### config.mk
export PLATFORM = sky130hd
export DESIGN_NAME = prio_irq_ctrl
export DESIGN_NICKNAME = d
export VERILOG_FILES = /design/src/rtl/pvic_pkg.sv /design/src/rtl/pvic_regs.sv /design/src/rtl/pvic_arbiter.sv /design/src/rtl/pvic_stack.sv /design/src/rtl/prio_irq_ctrl.sv
export SDC_FILE = /design/constraint.sdc
export NUM_CORES = 2
export LEC_CHECK = 0
export BUFFER_PORTS_ARGS = -buffer_cell sky130_fd_sc_hd__buf_2
export CAP_MARGIN = 20
export CORE_MARGIN = 3
export CORE_UTILIZATION = 33
export DETAILED_ROUTE_END_ITERATION = 16
export MAX_ROUTING_LAYER = met4
export PLACE_DENSITY = 0.53
export SYNTH_ARGS = -nofsm -noshare
export SYNTH_HDL_FRONTEND = slang
export SYNTH_HIERARCHICAL = 1
export SYNTH_SLANG_ARGS = --single-unit
### constraint.sdc
create_clock -name clk -period 99.2 [get_ports clk]
set_input_delay 9.92 -clock clk [delete_from_list [all_inputs] [get_ports clk]]
set_output_delay 9.92 -clock clk [all_outputs]
set_load 0.01 [all_outputs]
### src/rtl/pvic_pkg.sv
package pvic_pkg;
    localparam int          ADDR_W  = 7;
    localparam logic [6:0]  A_EN_SET = 7'h00;
    localparam logic [6:0]  A_EN_CLR = 7'h08;
    localparam logic [6:0]  A_PD_SET = 7'h10;
    localparam logic [6:0]  A_PD_CLR = 7'h18;
    localparam logic [6:0]  A_PRIO   = 7'h20;
    localparam logic [6:0]  A_GROUP  = 7'h40;
    localparam logic [6:0]  A_MASK   = 7'h41;
    localparam logic [6:0]  A_GATE   = 7'h42;
    localparam logic [15:0] KEY_WR   = 16'h05FA;
    localparam logic [15:0] KEY_RD   = 16'hFA05;

    typedef enum logic [1:0] {
        ST_IDLE   = 2'd0,
        ST_OFFER  = 2'd1,
        ST_SETTLE = 2'd2
    } ctl_state_t;
endpackage

### src/rtl/pvic_regs.sv
module pvic_regs
    import pvic_pkg::*;
#(
    parameter int NUM_SRC = 64,
    parameter int PB      = 3
) (
    input  logic                       clk,
    input  logic                       rst_n,
    input  logic                       wr_en,
    input  logic                       rd_en,
    input  logic [ADDR_W-1:0]          addr,
    input  logic [31:0]                wdata,
    output logic [31:0]                rdata,
    input  logic [NUM_SRC-1:0]         src_irq,
    input  logic                       ack_clr,
    input  logic [$clog2(NUM_SRC)-1:0] ack_id,
    output logic [NUM_SRC-1:0]         en_o,
    output logic [NUM_SRC-1:0]         pend_o,
    output logic [NUM_SRC-1:0][PB-1:0] prio_o,
    output logic [2:0]                 group_o,
    output logic [PB-1:0]              mask_o,
    output logic                       gate_o
);
    localparam int IDW = $clog2(NUM_SRC);

    logic [NUM_SRC-1:0]         en_q, pend_q, line_q;
    logic [NUM_SRC-1:0][PB-1:0] prio_q;
    logic [2:0]                 group_q;
    logic [PB-1:0]              mask_q;
    logic                       gate_q;
    logic [NUM_SRC-1:0]         en_set_v, en_clr_v, pd_set_v, pd_clr_v, ack_v, prio_wr_v;
    logic [31:0]                rd_v;

    // per-source strobes decoded from the bank word and bit
    always_comb begin
        for (int i = 0; i < NUM_SRC; i++) begin
            en_set_v[i]  = wr_en && addr == A_EN_SET + ADDR_W'(i / 32) && wdata[i % 32];
            en_clr_v[i]  = wr_en && addr == A_EN_CLR + ADDR_W'(i / 32) && wdata[i % 32];
            pd_set_v[i]  = wr_en && addr == A_PD_SET + ADDR_W'(i / 32) && wdata[i % 32];
            pd_clr_v[i]  = wr_en && addr == A_PD_CLR + ADDR_W'(i / 32) && wdata[i % 32];
            prio_wr_v[i] = wr_en && addr == A_PRIO + ADDR_W'(i / 4);
            ack_v[i]     = ack_clr && ack_id == IDW'(i);
        end
    end

    always_ff @(posedge clk) begin
        if (!rst_n) begin
            en_q    <= '0;
            pend_q  <= '0;
            line_q  <= '0;
            prio_q  <= '0;
            group_q <= '0;
            mask_q  <= '0;
            gate_q  <= 1'b0;
        end else begin
            line_q <= src_irq;
            en_q   <= (en_q | en_set_v) & ~en_clr_v;
            pend_q <= (pend_q | pd_set_v | (src_irq & ~line_q)) & ~pd_clr_v & ~ack_v;
            for (int i = 0; i < NUM_SRC; i++) begin
                if (prio_wr_v[i]) prio_q[i] <= wdata[8*(i%4)+7 -: PB];
            end
            if (wr_en && addr == A_GROUP && wdata[31:16] == KEY_WR) group_q <= wdata[2:0];
            if (wr_en && addr == A_MASK) mask_q <= wdata[7 -: PB];
            if (wr_en && addr == A_GATE) gate_q <= wdata[0];
        end
    end

    always_comb begin
        rd_v = '0;
        for (int i = 0; i < NUM_SRC; i++) begin
            if (addr == A_EN_SET + ADDR_W'(i / 32) || addr == A_EN_CLR + ADDR_W'(i / 32))
                rd_v[i % 32] = en_q[i];
            if (addr == A_PD_SET + ADDR_W'(i / 32) || addr == A_PD_CLR + ADDR_W'(i / 32))
                rd_v[i % 32] = pend_q[i];
            if (addr == A_PRIO + ADDR_W'(i / 4))
                rd_v[8*(i%4)+7 -: PB] = prio_q[i];
        end
        if (addr == A_GROUP) rd_v = {KEY_RD, 13'd0, group_q};
        if (addr == A_MASK)  rd_v[7 -: PB] = mask_q;
        if (addr == A_GATE)  rd_v[0] = gate_q;
    end

    always_ff @(posedge clk) begin
        if (!rst_n)     rdata <= '0;
        else if (rd_en) rdata <= rd_v;
    end

    assign en_o    = en_q;
    assign pend_o  = pend_q;
    assign prio_o  = prio_q;
    assign group_o = group_q;
    assign mask_o  = mask_q;
    assign gate_o  = gate_q;

    // a write without the key leaves the grouping untouched
    a_r7_key_guard: assert property (@(posedge clk) disable iff (!rst_n)
        (wr_en && addr == A_GROUP && wdata[31:16] != KEY_WR) |=> $stable(group_q));
endmodule

### src/rtl/pvic_arbiter.sv
module pvic_arbiter #(
    parameter int NUM_SRC = 64,
    parameter int PB      = 3
) (
    input  logic [NUM_SRC-1:0]         en_i,
    input  logic [NUM_SRC-1:0]         pend_i,
    input  logic [NUM_SRC-1:0][PB-1:0] prio_i,
    input  logic [2:0]                 group_i,
    input  logic [PB-1:0]              mask_i,
    input  logic                       gate_i,
    input  logic                       act_valid_i,
    input  logic [PB-1:0]              act_grp_i,
    output logic                       win_valid,
    output logic [$clog2(NUM_SRC)-1:0] win_id,
    output logic [PB-1:0]              win_grp
);
    localparam int IDW = $clog2(NUM_SRC);

    logic [NUM_SRC-1:0][PB-1:0] grp_v;
    logic [NUM_SRC-1:0]         elig_v;
    logic [PB-1:0]              best;

    function automatic logic [PB-1:0] grp_of(input logic [PB-1:0] p, input logic [2:0] g);
        int k;
        k = (int'(g) >= PB) ? PB : int'(g);
        return p & ({PB{1'b1}} << (PB - k));
    endfunction

    always_comb begin
        for (int i = 0; i < NUM_SRC; i++) begin
            grp_v[i]  = grp_of(prio_i[i], group_i);
            elig_v[i] = gate_i && en_i[i] && pend_i[i]
                     && !(mask_i != '0 && prio_i[i] >= mask_i)
                     && !(act_valid_i && grp_v[i] >= act_grp_i);
        end
    end

    // ascending scan with strict compare: ties keep the lowest index
    always_comb begin
        win_valid = 1'b0;
        win_id    = '0;
        win_grp   = '0;
        best      = '1;
        for (int i = 0; i < NUM_SRC; i++) begin
            if (elig_v[i] && (!win_valid || prio_i[i] < best)) begin
                win_valid = 1'b1;
                win_id    = IDW'(i);
                win_grp   = grp_v[i];
                best      = prio_i[i];
            end
        end
    end
endmodule

### src/rtl/pvic_stack.sv
module pvic_stack #(
    parameter int PB = 3
) (
    input  logic          clk,
    input  logic          rst_n,
    input  logic          push,
    input  logic          pop,
    input  logic [PB-1:0] push_grp,
    output logic          top_valid,
    output logic [PB-1:0] top_grp
);
    localparam int DEPTH = 1 << PB;
    localparam int SPW   = $clog2(DEPTH + 1);

    logic [DEPTH-1:0][PB-1:0] stk_q;
    logic [SPW-1:0]           sp_q, sp_mid;
    logic [PB-1:0]            top_idx;

    assign sp_mid    = (pop && sp_q != '0) ? sp_q - 1'b1 : sp_q;
    assign top_idx   = PB'(sp_q - 1'b1);
    assign top_valid = sp_q != '0;
    assign top_grp   = stk_q[top_idx];

    always_ff @(posedge clk) begin
        if (!rst_n) begin
            sp_q  <= '0;
            stk_q <= '0;
        end else if (push) begin
            stk_q[sp_mid[PB-1:0]] <= push_grp;
            sp_q <= sp_mid + 1'b1;
        end else begin
            sp_q <= sp_mid;
        end
    end

    // every push nests strictly inside the current level
    a_r10_push_nests: assert property (@(posedge clk) disable iff (!rst_n)
        (push && top_valid && !pop) |-> (push_grp < top_grp));
    // distinct group values bound the depth
    a_r11_no_overflow: assert property (@(posedge clk) disable iff (!rst_n)
        push |-> (sp_mid != SPW'(DEPTH)));
endmodule

### src/rtl/prio_irq_ctrl.sv
module prio_irq_ctrl
    import pvic_pkg::*;
#(
    parameter int NUM_SRC   = 64,
    parameter int PRIO_BITS = 3
) (
    input  logic                       clk,
    input  logic                       rst_n,
    input  logic [6:0]                 reg_addr,
    input  logic [31:0]                reg_wdata,
    input  logic                       reg_wr,
    input  logic                       reg_rd,
    output logic [31:0]                reg_rdata,
    input  logic [NUM_SRC-1:0]         src_irq,
    output logic                       irq_req,
    output logic [$clog2(NUM_SRC)-1:0] irq_id,
    input  logic                       irq_ack,
    input  logic                       irq_eoi
);
    localparam int IDW = $clog2(NUM_SRC);

    ctl_state_t                        state_q, state_d;
    logic [IDW-1:0]                    id_q;
    logic                              take;
    logic [NUM_SRC-1:0]                en_w, pend_w;
    logic [NUM_SRC-1:0][PRIO_BITS-1:0] prio_w;
    logic [2:0]                        group_w;
    logic [PRIO_BITS-1:0]              mask_w, act_grp, win_grp;
    logic                              gate_w, act_valid, win_valid;
    logic [IDW-1:0]                    win_id;

    pvic_regs #(.NUM_SRC(NUM_SRC), .PB(PRIO_BITS)) u_regs (
        .clk(clk), .rst_n(rst_n), .wr_en(reg_wr), .rd_en(reg_rd),
        .addr(reg_addr), .wdata(reg_wdata), .rdata(reg_rdata),
        .src_irq(src_irq), .ack_clr(take), .ack_id(id_q),
        .en_o(en_w), .pend_o(pend_w), .prio_o(prio_w),
        .group_o(group_w), .mask_o(mask_w), .gate_o(gate_w)
    );

    pvic_arbiter #(.NUM_SRC(NUM_SRC), .PB(PRIO_BITS)) u_arb (
        .en_i(en_w), .pend_i(pend_w), .prio_i(prio_w), .group_i(group_w),
        .mask_i(mask_w), .gate_i(gate_w), .act_valid_i(act_valid),
        .act_grp_i(act_grp), .win_valid(win_valid), .win_id(win_id),
        .win_grp(win_grp)
    );

    pvic_stack #(.PB(PRIO_BITS)) u_stack (
        .clk(clk), .rst_n(rst_n), .push(take), .pop(irq_eoi),
        .push_grp(win_grp), .top_valid(act_valid), .top_grp(act_grp)
    );

    // next-state: acceptance only while the offered source is still the winner
    always_comb begin
        state_d = state_q;
        take    = 1'b0;
        unique case (state_q)
            ST_IDLE:   if (win_valid) state_d = ST_OFFER;
            ST_OFFER: begin
                if (irq_ack && win_valid && win_id == id_q) begin
                    take    = 1'b1;
                    state_d = ST_SETTLE;
                end else if (!win_valid) begin
                    state_d = ST_IDLE;
                end
            end
            ST_SETTLE: state_d = ST_IDLE;
            default:   state_d = ST_IDLE;
        endcase
    end

    always_ff @(posedge clk) begin
        if (!rst_n) begin
            state_q <= ST_IDLE;
            id_q    <= '0;
        end else begin
            state_q <= state_d;
            if (state_q != ST_SETTLE && win_valid && !take) id_q <= win_id;
        end
    end

    assign irq_req = (state_q == ST_OFFER);
    assign irq_id  = id_q;

    // a closed gate removes the request by the next edge
    a_r8_gate_blocks: assert property (@(posedge clk) disable iff (!rst_n)
        !gate_w |=> !irq_req);
    // an accepted offer clears its pending bit and drops the request
    a_r9_ack_clears: assert property (@(posedge clk) disable iff (!rst_n)
        (irq_req && irq_ack && win_valid && win_id == irq_id)
            |=> (!irq_req && !pend_w[$past(irq_id)]));
    // a winner never sits at or beyond an active mask
    a_r6_mask_respected: assert property (@(posedge clk) disable iff (!rst_n)
        (win_valid && mask_w != '0) |-> (prio_w[win_id] < mask_w));
endmodule

==> impl_metrics.ini <==
[run_status]
status = completed

[sta]
worstMarginPinSlew_ns = 1.27
hold_slack_ns = 0.457
fin_ws_ns = 7.02
min_period_ns = 92.18
finalSetupTns_ns = 0
fmax_ghz = 0.0108
setup_viol = 0
hold_violations = 0
slew_violations = 0
skew_ns = 0.0193
period_share_pct = 92.9
max-slew-margin-rel_pct = 15.2

[critical_path]
crit_slowest_cell = or4b_4
arrival_ns = 92.66
ff2ff_setup_slack_ns = 7.02
worst_setup_path_start_kind = flip-flop
endpoint_kind = flip-flop
critPathMostFrequentCell = ha_1
crit_path_start = u_stack/sp_q[0]$_SDFF_PN0_
cp_max_fo = 26
worstReg2RegStart = u_stack/sp_q[0]$_SDFF_PN0_
slowest_delay_ns = 0.54
reg2reg_to = u_regs/pend_o[58]$_SDFF_PN0_
r2r_cells = 451
critPathKind = flip-flop to flip-flop
crit_required_ns = 99.68
worstSetupEndpoint = u_regs/pend_o[58]$_SDFF_PN0_

[yosys]
synth_seq_cells = 459
synth_adder_area_share_pct = 13.0
synth_area_leaders = dfxtp_1 21%, ha_1 13%, a21oi_1 6.1%
yosysSeqAreaShare_pct = 20.9
ys_types = 170
synth_compound_area_share_pct = 32.1
synth_cells = 5740
synthSimpleGateAreaFrac_pct = 22.3
synth_area_um2 = 44000
synth_top_cell_area_share_pct = 20.9
synth_top_family_by_area = compound AO/OA/AOI/OAI gates
syn_area_per_cell_um2 = 7.67
synthXorXnorAreaFrac_pct = 0.0994
synth_top_area_cell = dfxtp_1
ys_warn_count = 6
synth_edf_count = 0
synth.area.mux_share_pct = 5.81
syn_nets = 6299
async_reset_ff_share_pct = 0
synth_flop_cell = dfxtp_1

[finish]
regArea_um2 = 9200
multi_input_area_um2 = 32700
layout_commonest_cell = nand2_1
fillers = 13900
drive_above_1_share_pct = 13.1
final_nets = 6286
final_area_um2 = 48600
area_growth_pct = 10.3
final_cell_mix = 550 x nand2_1, 523 x a21oi_1, 456 x dfxtp_1, 449 x ha_1, 396 x nor2_1

[global_route]
grt_max_degree = 118
antenna_found_initial = 18
grtUsageTotal_pct = 29.8
grt-ovfl-total = 0
grt_pass1_vias = 42700
grt_pass1_wl_um = 300000

[die]
ios = 148
initial_core_util_pct = 33.4
core_um2 = 132000
rows = 133
die-width_um = 371
die_h_um = 371
die_area_um2 = 138000

[clock_tree]
tritoncts = built
cts.hold.buffers_added = 0
cts.sinks = 459
cts_buffer_depth = 3
root_buffer = clkbuf_16
clk_pin_slew_ns = 0.06
clock_latency_ns = 0.65
htreeDepth = 2
numCtsBuffers = 54

[placed_design]
dp.final_hpwl_um = 154000
place_congestion = 1.02
io_buffer_count = 147
place_area_um2 = 46200
dpl_worst_slack_ns = -0.0580

[flow_run]
maxCapViolCount = 0

[pwr]
ir_drop_v = 0.0000162
powerDensity_nw_per_um2 = 9.75
leakage_nw = 19.0
total_power_mw = 0.474

[routing]
drt-wirelength-per-cell_um = 27.8
drc_errors = 0
ant_nets = 0
num_vias = 46500
dr.pass1.iters = 7
drt_iter0_markers = 5416
routed_wl_um = 210000
viasPerCell = 6.16

[worst_hold_path]
min_path_type = flip-flop to flip-flop
## layer usage
layer,vias to the layer above,track usage [%],wire length [um]
met5,-,-,0
met1,22400,40.4,92800
li1,21400,-,-
met2,2233,43.8,88900
met3,416,4.96,18200
met4,0,11.7,9600
## timing repair
action	in CTS	in global routing
setup buffers	1	19
gates resized for setup	1	76
pin swaps	0	7
setup endpoints to repair	66	100
## cell type report
class	instances	share of cell area (%)
repair buffers	246	3.15
multi-input cells	4680	67.2
flip-flops and latches	459	18.9
clock inverters	31	0.765
diodes	12	0.0618
well taps	1755	4.52
clock buffers	70	3.09
inverters	286	2.25
## worst min path at each step
stage / start / endpoint / cells past startpoint
2_1_floorplan: state_q[1]$_SDFFE_PN0P_ / state_q[0]$_SDFFE_PN0P_ / 1
3_3_place_gp: state_q[1]$_SDFFE_PN0P_ / state_q[0]$_SDFFE_PN0P_ / 1
3_5_place_dp: state_q[1]$_SDFFE_PN0P_ / state_q[0]$_SDFFE_PN0P_ / 1
4_1_cts: state_q[1]$_SDFFE_PN0P_ / state_q[0]$_SDFFE_PN0P_ / 1
5_1_grt: state_q[1]$_SDFFE_PN0P_ / state_q[0]$_SDFFE_PN0P_ / 1
6_report: state_q[1]$_SDFFE_PN0P_ / state_q[0]$_SDFFE_PN0P_ / 1
## flip-flops by register name, summed over array words and instances (netlist names)
signal,cells
u_regs/prio_o,192
u_regs/en_o,64
u_regs/line_q,64
u_regs/pend_o,64
u_regs/rdata,32
u_stack/stk_q,24
irq_id,6
u_stack/sp_q,4
u_regs/group_o,3
u_regs/mask_o,3
state_q,2
u_regs/gate_o,1
## Yosys cell counts (181+ instances only)
master	count
inv_1	281
ha_1	450
a21oi_1	534
nand2_1	552
a211oi_1	184
o21ai_0	349
and2_1	183
dfxtp_1	459
mux2i_1	181
nand3_1	203
a21o_1	190
clkbuf_1	190
nor2_1	413
## cell families after synthesis
| logic type | count (synthesis) |
|---|---|
| xor+xnor | 5 |
| mux | 238 |
| fa+ha+maj | 459 |
| flops | 459 |
| buf+inv | 601 |
| compound gates | 2046 |
| simple gates | 1932 |
## critical path: cells and delay by family, from the launching register on
kind,cells,cell delay (ns)
AOI/OAI and AO/OA,170,36.41
xor gates and xnor gates,1,0.13
adders and majority gates,65,16.65
buffers and inverters,48,4.00
DFF,1,0.47
muxes,32,9.73
and+or+nand+nor,135,24.44
## power by group
| part | switching (mW) | internal [mW] | total, mW | leakage [nW] |
|---|---|---|---|---|
| clock | 0.0912 | 0.121 | 0.213 | 0.935 |
| sequential | 0.00612 | 0.189 | 0.195 | 3.74 |
| combinational | 0.0486 | 0.0173 | 0.0660 | 14.4 |
## stage by stage
stage	cells	utilization, %
after CTS	7506	36.4
final	7539	36.8
after global routing	7538	36.8
after floorplan	5740	-
after global placement	7404	35.0
after detailed placement	7404	35.0
Note: power is estimated with default switching activity, not from simulation.
